### config.mk
export PLATFORM = sky130hd
export DESIGN_NAME = init_seq_fault_reg
export DESIGN_NICKNAME = d
export VERILOG_FILES = /design/src/rtl/init_seq_fault_reg.sv
export SDC_FILE = /design/constraint.sdc
export NUM_CORES = 1
export LEC_CHECK = 0
export BUFFER_PORTS_ARGS = -buffer_cell sky130_fd_sc_hd__buf_4
export CORE_AREA = 4 4 41 43
export CTS_CLUSTER_DIAMETER = 120
export DETAILED_ROUTE_END_ITERATION = 10
export DIE_AREA = 0 0 45 47
export PLACE_DENSITY = 0.57
export SYNTH_ARGS = -nofsm -noshare
export SYNTH_HDL_FRONTEND = slang
export SYNTH_SLANG_ARGS = --single-unit
### constraint.sdc
create_clock -name clk -period 1.15 [get_ports clk]
set_input_delay 0.23 -clock clk [delete_from_list [all_inputs] [get_ports clk]]
set_output_delay 0.23 -clock clk [all_outputs]
set_load 0.005 [all_outputs]
### src/rtl/init_seq_fault_reg.sv
module init_seq_fault_reg #(
    parameter int IDX_W  = 6,
    parameter int STEP_W = 3
) (
    input  logic              clk,
    input  logic              rst_n,
    input  logic              set_i,
    input  logic [STEP_W-1:0] step_i,
    input  logic [IDX_W-1:0]  idx_i,
    output logic [STEP_W-1:0] step_o,
    output logic [IDX_W-1:0]  idx_o
);
    logic held_q;

    always_ff @(posedge clk) begin
        if (!rst_n) begin
            held_q <= 1'b0;
            step_o <= '0;
            idx_o  <= '0;
        end else if (set_i && !held_q) begin
            held_q <= 1'b1;
            step_o <= step_i;
            idx_o  <= idx_i;
        end
    end


    fault_hold_chk: assert property (@(posedge clk) disable iff (!rst_n)
        held_q |=> held_q && $stable(step_o) && $stable(idx_o));
endmodule

### Word-level counts from Yosys, hierarchy flattened

Cells that the tools add are included.

* input bits: 12
* register bits: 10
* logic and storage cells: 5

* reductions and logical operators: 2

Operators by type and width (count)
* 1-bit logical AND: 1
* 1-bit zero test: 1

### Logic depth before layout (Yosys ltp)

* depth in word-level cells: 2
* mapped depth: 4

### Least setup slack after synthesis

Ideal clock, no wire load.

* path type: reg-to-reg
* start point: reg held_q
* end point: reg idx_o[0]
* arrival: 721 ps
* cell stages (with the launch flop): 4
* setup time: 72 ps
* required time: 1078 ps
* setup slack: 357 ps
* clock period less this slack: 793 ps
* cell sequence: dfxtp_1 > nor2b_4 > buf_6 > mux2i_1

* cells in the longest elaborated chain, start to end: 2

Ends and longest elaborated chain
* start: declaration: line 13 `logic held_q;`
* start signal: assignment: line 17 `held_q <= 1'b0;`
* start signal: assignment: line 21 `held_q <= 1'b1;`
* 1-bit zero test: line 20 `end else if (set_i && !held_q) begin`
* 1-bit logical AND: line 20
* end signal: assignment: line 23 `idx_o <= idx_i;`
* end: declaration: line 11 `output logic [IDX_W-1:0] idx_o`

No other way between the ends.
A chain may end at the register's enable or synchronous reset.

### Final worst setup path

* start point: reg idx_o[2]
* end point: out idx_o[2]

No word-level cell between the ends.

==> impl_metrics.ini <==
[outcome]
status = finished clean

[critical_path]
worst-path-stages = 1
cp_cell_sequence = buf_4
path_buf_inv = 1
reg2reg_depth = 2
slowest_delay_ps = 340
crit_arrival_ps = 710
reg2reg_setup_slack_ps = 210
crit_path_end_kind = output port
path_max_fanout = 2
worst_path_max_delay_cell = dfxtp_1
worstSetupPathType = reg -> out
cpLargestDelayFamily = flip-flops
crit_path_start_kind = flop
cp.required_ps = 920

[clock_network]
cts-root-buf = clkbuf_4
h-tree-depth = 1
cts_tree = done
cts_made_buffers = 3
cts.sinks = 10
clk_path_buf_depth = 2
clk_pin_slew_ps = 60
insertion_delay_ps = 260
cts_resized = 0
cts_setup_buffers = 0
hold_buffers = 0

[timing]
finalSetupTns_ps = 0
max_freq_ghz = 1.064
period_needed_ps = 940.0
finalMaxSlewViolations = 0
fin_crit_sh_pct = 81.74
finClkSkew_ps = 0.4031
hold_slack_ps = 185.7
timing.slew.headroom_pct = 77.30
finalSetupViolations = 0
rsz0062_at_grt = false
hold_viol = 0
tightest_slew_ps = 339.7

[yosys]
synth_edf_count = 0
syn_area_per_cell_um2 = 9.831
ys_ff_latch = 10
synth.most_common_cell = nand2_1
syn_nets = 54
yosysSeqAreaShare_pct = 48.48
synth_top_family_by_area = multiplexers
synthTopCellsByCount = nand2_1, dfxtp_1, mux2i_1
synth_cell_types = 6
synth-simple-area-share_pct = 19.70
syn_area_um2 = 412.9
synth_compound_area_share_pct = 1.818
syn_inst = 42
yosys_warnings = 0
synth_top_area_cell = dfxtp_1
synth_mux_area_share_pct = 21.82
synth_area_leaders = dfxtp_1, mux2i_1, nand2_1, buf_6, nor2b_4
synth_xor_area_share_pct = 0
synth_ff_type = dfxtp_1
async_flop_share_pct = 0
yosys.area_share.adder_pct = 0
netlist.area_leader.share_pct = 48.48

[power_and_ir_drop]
leakage_uw = 0.0002835
pwr_density_cell_nw_per_um2 = 1369
ir_worst_vdd_mv = 0.4206

[die]
die_h_um = 47
fp.dieArea_um2 = 2115
io_pins = 21
initial_utilization_pct = 31.73
fp.dieW_um = 45
core_area_um2 = 1301
rows = 13

[route]
drtIter0Drc = 3
dr.pass1.iters = 3
routedWlPerCell_um = 9.885
routed_via_density = 4.295
drt_wl_total_um = 771
ant_nets = 0
via_count = 335
drc_errors = 0

[hold_path]
hold_path_depth = 2
hold_path.class = in -> reg

[layout]
drive_gt1_share_pct = 39.68
n_fill_cell = 141
fin_nets = 76
area_delta_synth_final_pct = 41.52
design_area_um2 = 584.3
n_antenna_cell = 0

[place]
gp_congestion = 0.6100
placed_cell_area_um2 = 548.0
hpwl_um = 558
portBuffers = 20

[grt]
grt_max_degree = 20
grt_use_total_pct = 9.192
grt_pass1_wl_um = 1331
grt-ovfl-total = 0
antenna_found_initial = 0
grt_pass1_vias = 332

[run]
max-cap-violations = 0
[cells by family after synthesis]
group           after synthesis
compound gates                1
buf+inv                       3
flops                        10
mux                           9
simple gates                 19
[sequential cells by signal (all words and copies together) (netlist names)]
register / cells
held_q: 1
idx_o: 6
step_o: 3
[layout make-up]
| cell class | instances | area (µm²) | area share, % |
|---|---|---|---|
| Sequential cell | 10 | 200.2 | 34.26 |
| Multi-Input combinational cell | 29 | 178.9 | 30.62 |
| Timing Repair Buffer | 20 | 150.1 | 25.70 |
| Clock buffer | 4 | 36.28 | 6.210 |
| Tap cell | 15 | 18.77 | 3.212 |
[metal layers]
layer | vias to the layer above | share of wire [%] | global-route usage [%]
li1 | 176 | - | -
met1 | 146 | 45 | 11.24
met2 | 13 | 45 | 12.15
met3 | 0 | 10 | 4.598
met4 | 0 | 0 | 7.018
met5 | - | 0 | 0
[stage by stage]
stage / setup WS (ps) / total power, µW / utilization [%] / instances
3_5_place_dp: 200.6 / 503.5 / 42.12 / 74
6_report: 210.0 / 799.8 / 44.90 / 78
5_1_grt: 112.3 / 848.8 / 44.90 / 78
4_1_cts: 193.9 / 823.7 / 44.90 / 78
3_3_place_gp: 205.7 / 503.3 / 42.12 / 74
2_1_floorplan: 357.2 / 450.2 / - / 42
[power by group]
group | internal, µW | switching (µW)
sequential | 369 | 12.7
combinational | 70.0 | 42.5
clock | 192 | 114
total | 631 | 169
[final timing paths]
check                  end      from
setup / recovery  idx_o[2]  idx_o[2]
hold / removal      held_q     set_i
setup reg to reg  idx_o[1]    held_q
hold reg to reg   idx_o[0]  idx_o[0]
[layout by cell type (no fill, tap or decap)]
cell type	netlist	routed
buf_4	0	20
clkbuf_4	0	3
clkbuf_8	0	1
dfxtp_1	10	10
mux2i_1	9	9
nand2_1	18	18
nor2b_4	1	1
o21a_1	1	1
Note: power is estimated with default switching activity, not from simulation.
